### src/rtl/scb_pkg.sv
package scb_pkg;
  localparam int unsigned SCB_NREGS_DEF = 16;

  typedef enum logic [1:0] {
    HZ_NONE = 2'd0,
    HZ_RAW  = 2'd1,
    HZ_WAW  = 2'd2
  } hz_kind_e;
endpackage

### src/rtl/scb_index_decode.sv
module scb_index_decode #(
  parameter int unsigned NREGS = 16,
  parameter int unsigned IDXW  = $clog2(NREGS)
) (
  input  logic [IDXW-1:0]  idx,
  input  logic             en,
  output logic [NREGS-1:0] onehot
);
  for (genvar gi = 0; gi < NREGS; gi++) begin : g_bit
    if (gi == 0) begin : g_zero
      // register 0 is hardwired and never tracked
      assign onehot[gi] = 1'b0;
    end else begin : g_reg
      assign onehot[gi] = en && (idx == IDXW'(gi));
    end
  end
endmodule

### src/rtl/scb_busy_array.sv
module scb_busy_array #(
  parameter int unsigned NREGS = 16
) (
  input  logic             clk,
  input  logic             rst,
  input  logic [NREGS-1:0] set_vec,
  input  logic [NREGS-1:0] clr_vec,
  output logic [NREGS-1:0] busy_q,
  output logic [NREGS-1:0] busy_eff
);
  // write-before-read view: a clear this cycle is already visible
  assign busy_eff = busy_q & ~clr_vec;

  always_ff @(posedge clk) begin
    if (rst) busy_q <= '0;
    else     busy_q <= busy_eff | set_vec;
  end
endmodule

### src/rtl/scb_hazard_check.sv
module scb_hazard_check
  import scb_pkg::*;
#(
  parameter int unsigned NREGS = 16
) (
  input  logic [NREGS-1:0] busy_eff,
  input  logic             dec_valid,
  input  logic [NREGS-1:0] rs1_oh,
  input  logic [NREGS-1:0] rs2_oh,
  input  logic [NREGS-1:0] rd_oh,
  output hz_kind_e         kind
);
  logic raw_hit;
  logic waw_hit;

  assign raw_hit = |((rs1_oh | rs2_oh) & busy_eff);
  assign waw_hit = |(rd_oh & busy_eff);

  always_comb begin
    kind = HZ_NONE;
    if (dec_valid) begin
      if (raw_hit)      kind = HZ_RAW;
      else if (waw_hit) kind = HZ_WAW;
    end
  end
endmodule

### src/rtl/regscore_interlock.sv
module regscore_interlock
  import scb_pkg::*;
#(
  parameter int unsigned NREGS = SCB_NREGS_DEF,
  parameter int unsigned IDXW  = $clog2(NREGS)
) (
  input  logic            clk,
  input  logic            rst,
  input  logic            dec_valid,
  input  logic [IDXW-1:0] dec_rs1,
  input  logic            dec_rs1_en,
  input  logic [IDXW-1:0] dec_rs2,
  input  logic            dec_rs2_en,
  input  logic [IDXW-1:0] dec_rd,
  input  logic            dec_rd_en,
  input  logic [IDXW-1:0] wb_rd,
  input  logic            wb_done,
  output logic            stall,
  output logic            bubble
);
  logic [NREGS-1:0] rs1_oh, rs2_oh, rd_oh, wb_oh;
  logic [NREGS-1:0] set_vec;
  logic [NREGS-1:0] busy_q, busy_eff;
  hz_kind_e         kind;
  logic             accept;

  scb_index_decode #(.NREGS(NREGS), .IDXW(IDXW)) u_dec_rs1 (
    .idx(dec_rs1), .en(dec_rs1_en), .onehot(rs1_oh));
  scb_index_decode #(.NREGS(NREGS), .IDXW(IDXW)) u_dec_rs2 (
    .idx(dec_rs2), .en(dec_rs2_en), .onehot(rs2_oh));
  scb_index_decode #(.NREGS(NREGS), .IDXW(IDXW)) u_dec_rd (
    .idx(dec_rd), .en(dec_rd_en), .onehot(rd_oh));
  scb_index_decode #(.NREGS(NREGS), .IDXW(IDXW)) u_dec_wb (
    .idx(wb_rd), .en(wb_done), .onehot(wb_oh));

  scb_hazard_check #(.NREGS(NREGS)) u_hz (
    .busy_eff (busy_eff),
    .dec_valid(dec_valid),
    .rs1_oh   (rs1_oh),
    .rs2_oh   (rs2_oh),
    .rd_oh    (rd_oh),
    .kind     (kind)
  );

  assign stall   = (kind != HZ_NONE);
  assign bubble  = (kind != HZ_NONE);
  assign accept  = dec_valid && (kind == HZ_NONE);
  // only an instruction that leaves decode claims its destination
  assign set_vec = accept ? rd_oh : '0;

  scb_busy_array #(.NREGS(NREGS)) u_busy (
    .clk     (clk),
    .rst     (rst),
    .set_vec (set_vec),
    .clr_vec (wb_oh),
    .busy_q  (busy_q),
    .busy_eff(busy_eff)
  );
endmodule

### config.mk
export PLATFORM = sky130hd
export DESIGN_NAME = regscore_interlock
export DESIGN_NICKNAME = d
export VERILOG_FILES = /design/src/rtl/scb_pkg.sv /design/src/rtl/scb_index_decode.sv /design/src/rtl/scb_busy_array.sv /design/src/rtl/scb_hazard_check.sv /design/src/rtl/regscore_interlock.sv
export SDC_FILE = /design/constraint.sdc
export NUM_CORES = 1
export LEC_CHECK = 0
export BUFFER_PORTS_ARGS = -buffer_cell sky130_fd_sc_hd__buf_2
export CAP_MARGIN = 40
export CORE_MARGIN = 2
export CORE_UTILIZATION = 40
export CTS_CLUSTER_DIAMETER = 100
export DETAILED_ROUTE_END_ITERATION = 10
export PLACE_DENSITY = 0.66
export SLEW_MARGIN = 15
export SYNTH_ARGS = -nofsm -noshare
export SYNTH_HDL_FRONTEND = slang
export SYNTH_SLANG_ARGS = --single-unit
### constraint.sdc
create_clock -name clk -period 5.2 [get_ports clk]
set_input_delay 1.04 -clock clk [delete_from_list [all_inputs] [get_ports clk]]
set_output_delay 1.04 -clock clk [all_outputs]
set_load 0.01 [all_outputs]
======== Yosys cells after proc, flatten, opt, wreduce, memory -nomap -nowiden ========
Cells that the tools add are included.
operators by class
  bitwise operators ....................... 6
  equal/unequal tests ..................... 60
  reduce and logical (&&, ||, !) cells .... 65
  multiplexer cells ....................... 4
operator list
  kind                                                 number
  equality test 4 bit, second input constant           32
  equality test 4 x 3 -> 1 bit, second input constant  16
  logical AND 1 bit                                    61
  bitwise AND 16 bit                                   3
  equality test 4 x 2 -> 1 bit, second input constant  8
  bitwise OR 16 bit                                    2
  OR reduction 16 bit                                  2
  equality test 4 x 1 -> 1 bit, second input constant  4
  two-way mux 16 bit                                   1
  NOT 16 bit                                           1
  two-way mux 2 bit                                    3
  logical NOT 2 bit                                    1
  nonzero test 2 bit                                   1
word-level totals
  word-level logic and storage cells ...... 136
  input bits .............................. 23
  bits in registers ....................... 16
  output and inout bits ................... 2

======== Longest topological paths before layout ========
  depth after elaboration ................. 13
  gate-level depth with buffers ........... 9
  gate-level depth less buffers ........... 6

======== Modules after synthesis ========
A second synthesis with hierarchy kept.
second synthesis, totals
  cell total of the unflattened synthesis .. 198
  area, all modules ....................... 1556.5 µm²
modules (own cells, without submodules)
  module              sequential area each (µm²)  area an instance (µm²)  times used  cells each
  scb_busy_array      320.3                       591.8                   1           49
  scb_index_decode    0.0                         116.4                   4           24
  regscore_interlock  0.0                         292.8                   1           21
  scb_hazard_check    0.0                         206.4                   1           32

======== Worst setup path before layout ========
OpenSTA, ideal clock, no wires.
  path kind ............................... input to output
  start ................................... input wb_rd[3]
  end ..................................... output stall
  data required time ...................... 4.160 ns
  path buffers ............................ 2
  cell stages on the path ................. 8
  arrival time ............................ 2.686 ns
  slack ................................... 1.474 ns
  cells stage by stage .................... or3b_1 -> o21ai_0 -> a21oi_1 -> nor4_2 -> nand3_1 -> buf_6 -> o21a_1 -> buf_4
between the ends
  cells in the longest elaborated chain, start to end .. 10
  elaborated cells on any way between the ends .. 40
  those cells by class .................... 15 x eq/ne; 3 x mux; 4 x bitwise; 18 x reduce/logical
ends and longest elaborated chain
  element                                               RTL line                  text
  start, declared                                       regscore_interlock.sv:16  input logic [IDXW-1:0] wb_rd,
  equality test 4 x 1 -> 1 bit (tied with other cells)  scb_index_decode.sv:14    assign onehot[gi] = en && (idx == IDXW'(gi));
  logical AND 1 bit                                     scb_index_decode.sv:14
  NOT 16 bit *                                          scb_busy_array.sv:12      assign busy_eff = busy_q & ~clr_vec;
  bitwise AND 16 bit *                                  scb_busy_array.sv:12
  bitwise AND 16 bit                                    scb_hazard_check.sv:17    assign waw_hit = |(rd_oh & busy_eff);
  OR reduction 16 bit                                   scb_hazard_check.sv:17
  two-way mux 2 bit                                     scb_hazard_check.sv:23    else if (waw_hit) kind = HZ_WAW;
  two-way mux 2 bit *                                   scb_hazard_check.sv:22    if (raw_hit) kind = HZ_RAW;
  two-way mux 2 bit *                                   scb_hazard_check.sv:21    if (dec_valid) begin
  nonzero test 2 bit *                                  -
  end, declared                                         regscore_interlock.sv:18  output logic stall,
Mark *: on every way between the ends. The rest lies on a longest branch, timed or not.

======== Worst setup path after layout ========
  start ................................... input wb_rd[3]
  end ..................................... output stall
between the ends
  cells in the longest elaborated chain, start to end .. 10
  elaborated cells on any way between the ends .. 40
  those cells by class .................... 15 x eq/ne; 3 x mux; 4 x bitwise; 18 x reduce/logical
ends and longest elaborated chain
  element                                               RTL line                  text
  equality test 4 x 1 -> 1 bit (tied with other cells)  scb_index_decode.sv:14
  logical AND 1 bit                                     scb_index_decode.sv:14
  NOT 16 bit *                                          scb_busy_array.sv:12
  bitwise AND 16 bit *                                  scb_busy_array.sv:12
  bitwise AND 16 bit                                    scb_hazard_check.sv:17
  OR reduction 16 bit                                   scb_hazard_check.sv:17
  two-way mux 2 bit                                     scb_hazard_check.sv:23
  two-way mux 2 bit *                                   scb_hazard_check.sv:22
  two-way mux 2 bit *                                   scb_hazard_check.sv:21
  nonzero test 2 bit *                                  regscore_interlock.sv:45  assign stall = (kind != HZ_NONE);
Marked as above.

==> key figures <==
Cells and area
  • Diodes inserted: 0
  • Syn-to-layout area delta: 14.2%
  • Top Registers: u_busy.busy_q: 15 flops
  • Max reg flops: 15
  • Fraction of final layout cells sized beyond drive strength 1: between 20% and 30%
  • Layout net count: slightly below 200
  • Most frequent cells in the layout: buf_2, o21ai_0, dfxtp_1
  • Largest Register: u_busy.busy_q
  • Most common cell after layout, fill and taps aside: buf_2

Floorplan
  • Core Region: ~2800 um2
  • Die Ht: approximately 58 um
  • Ports: 25
  • Initial Utilization: between 40% and 50%
  • Die Area: 3390 um2
  • Row cnt: 19
  • Die X: just under 60 um

Global route
  • Initial antenna violation count: 0
  • Vias in the first global route: approximately 1200
  • Gr usage total: a little over a fifth
  • Grt ovf: 0
  • Largest net degree at the start of global routing: 17
  • First-pass GRT wire length: 5.64 mm

Timing
  • Clk_skew: around 6.5 ps
  • Worst slew margin: 63.2%
  • Crit share post-route: 78.7%
  • Slew Viols, Final: 0
  • Final min period: 4090 ps
  • Final setup vio count: 0
  • Unrepaired setup endpoints after global routing: false
  • Max Clock Freq: around 240 MHz
  • Post-Route Setup TNS: 0 ps
  • Tightest Pin Transition: roughly 550 ps
  • Hold Slack: around 570 ps
  • Final Hold Viols: 0

Routing
  • Via density: roughly 6.7
  • First-pass DRT Iterations: 5
  • Vias: roughly 1400
  • Number of remaining DRC errors: 0
  • Final wirelength: roughly 3.5 mm
  • DR iter-0 viols: ~160
  • Final antenna-violating net count: 0
  • DR WL/cell: about 17 um

Status
  • Outcome: finished, final reports clean

Setup path
  • Worst path arrival time: 3050 ps
  • Largest stage delay, worst path: 440 ps
  • Worst Setup End Kind: output port
  • Worst Path Required: between 4000 and 5000 ps
  • Crit path top cell by count: buf_2
  • Cell family with most CP delay: simple AND/OR/NAND/NOR gates
  • WP buf/inv: 3
  • CP Launch Type: input pin
  • Slowest-stage cell, CP: or3b_1
  • Max FO, Critical Path: 12
  • Critical-path cell list: buf_2 -> or3b_1 -> o21ai_0 -> a21oi_1 -> nor4_2 -> nand3_1 -> buf_4 -> o21a_1 -> buf_2
  • CP Class: in -> out

Logic synthesis
  • Syn nets: 173
  • Syn Inst Count: 150
  • Compound-Gate Fraction of Synth Area: between 30 and 40%
  • Synthesized area: 1180 um2
  • Largest family of logic cells by synthesized area: compound AO/OA/AOI/OAI gates
  • Sequential fraction of the synthesis area: about a quarter
  • Simple-Gate Fraction of Synth Area: ~34%
  • Multiplexer share of the synthesized area: 0%
  • Mapped Avg Cell Area: just under 8 um2
  • Yosys warns: 0
  • Synth unique cells: 35
  • XOR/XNOR Fraction of Synth Area: 0%
  • Post-synthesis adder-cell area fraction: 0%
  • Synth Register Bits: 15

Place
  • Final RePlAce weighted congestion: ~0.97
  • # port buffers: 24
  • DP Wirelength: around 2.8 mm

Pwr
  • Max VDD drop: 0.129 mV
  • Leakage: between 0.4 and 0.5 nW
  • P per Cell Area: between 150 and 200 nW/um2
  • Total design power: about 0.00023 W

Clocking
  • Clock sinks: 15
  • CTS resizes: 0
  • Clock latency on the worst-skew pair: 280 ps
  • CTS max path bufs: 2
  • Reg clk slew, reported paths: 80 ps
  • CTS tree: built
  • H-tree depth: 1
  • TritonCTS Buffers: 3
  • Post-CTS Hold Buffers: 0
  • CTS root buf: clkbuf_4
  • Setup repair bufs after CTS: 0

Job
  • Max-cap violations: 0

Hold path
  • Worst hold path type: reg -> reg
-- per-layer routing --
layer / part of all wire [%] / track usage, % / up-vias
li1: - / - / 652
met5: 0 / 0 / -
met4: 1.9 / 11.0 / 0
met1: 42 / 29.4 / 630
met2: 44 / 32.6 / 95
met3: 12 / 3.35 / 8
-- Yosys cell counts (all sizes together) --
master   instances  share of area, %
o21ai           19               8.1
dfxtp           15                26
nand2           13               4.1
o22ai           13               6.9
a22oi           10               6.4
nand3            8               3.4
nor2b            7               3.7
and3b            6               4.5
o32ai            6               6.1
a21oi            5               2.1
or2              5               2.7
a32oi            4               3.0
nand3b           4               2.6
nor2             4               1.3
and3             3               1.6
nand2b           3               1.6
nand4            3               1.6
nor3b            3               1.9
nor4             3               2.7
a2bb2oi          2               1.5
buf              2               1.6
clkbuf           2              0.64
nor3             2              0.85
or3b             2               1.5
and2             1              0.53
o2111ai          1              0.74
o211ai           1              0.64
o21a             1              0.64
o22a             1              0.74
o31ai            1               1.1
-- final cells by class --
type	instances	area (um2)
clock inverters	1	5.00
repair buffers	25	128
well taps	31	38.8
flip-flops and latches	15	300
multi-input cells	131	851
clock buffers	3	22.5
fillers	284	1440
-- through the flow --
stage | utilization [%] | instance area, um2 | setup slack [ps] | std cells
2_1_floorplan | - | 1180 | 1470 | 150
3_3_place_gp | 47.4 | 1320 | 1210 | 202
3_5_place_dp | 47.4 | 1320 | 1180 | 202
4_1_cts | 48.4 | 1350 | 1170 | 206
5_1_grt | 48.4 | 1350 | 979 | 206
6_report | 48.4 | 1350 | 1110 | 206
-- worst register-to-register path, cell delays in order, from the launching register on --
cell,delay [ps]
dfxtp_1,310
o21ai_0,190
o22ai_1,190
nor4_2,340
nand3_1,110
buf_4,200
o32ai_1,310
-- path summary, 6_finish.rpt --
| path | from | end | slack, ps | depth (start not counted) |
|---|---|---|---|---|
| worst min register to register | u_busy.busy_q[3]$_SDFF_PP0_ | u_busy.busy_q[3]$_SDFF_PP0_ | 570 | 2 |
| worst max register to register | u_busy.busy_q[13]$_SDFF_PP0_ | u_busy.busy_q[1]$_SDFF_PP0_ | 3450 | 6 |
| worst min-delay path | u_busy.busy_q[3]$_SDFF_PP0_ | u_busy.busy_q[3]$_SDFF_PP0_ | 570 | 2 |
| worst max-delay path | wb_rd[3] | stall | 1110 | 9 |
-- kinds of logic (layout without fill, tap and decap cells) --
logic type             count (synthesis)  after routing
DFF                                   15             15
and+or+nand+nor                       67             67
AOI/OAI and AO/OA                     64             64
buffers and inverters                  4             29
-- where the power goes --
group          total (W)  internal, W  switching (W)
Clock          0.0000634    0.0000286      0.0000348
Combinational  0.0000499    0.0000183      0.0000315
Sequential      0.000117     0.000116    0.000000408
Note: power is estimated with default switching activity, not from simulation.
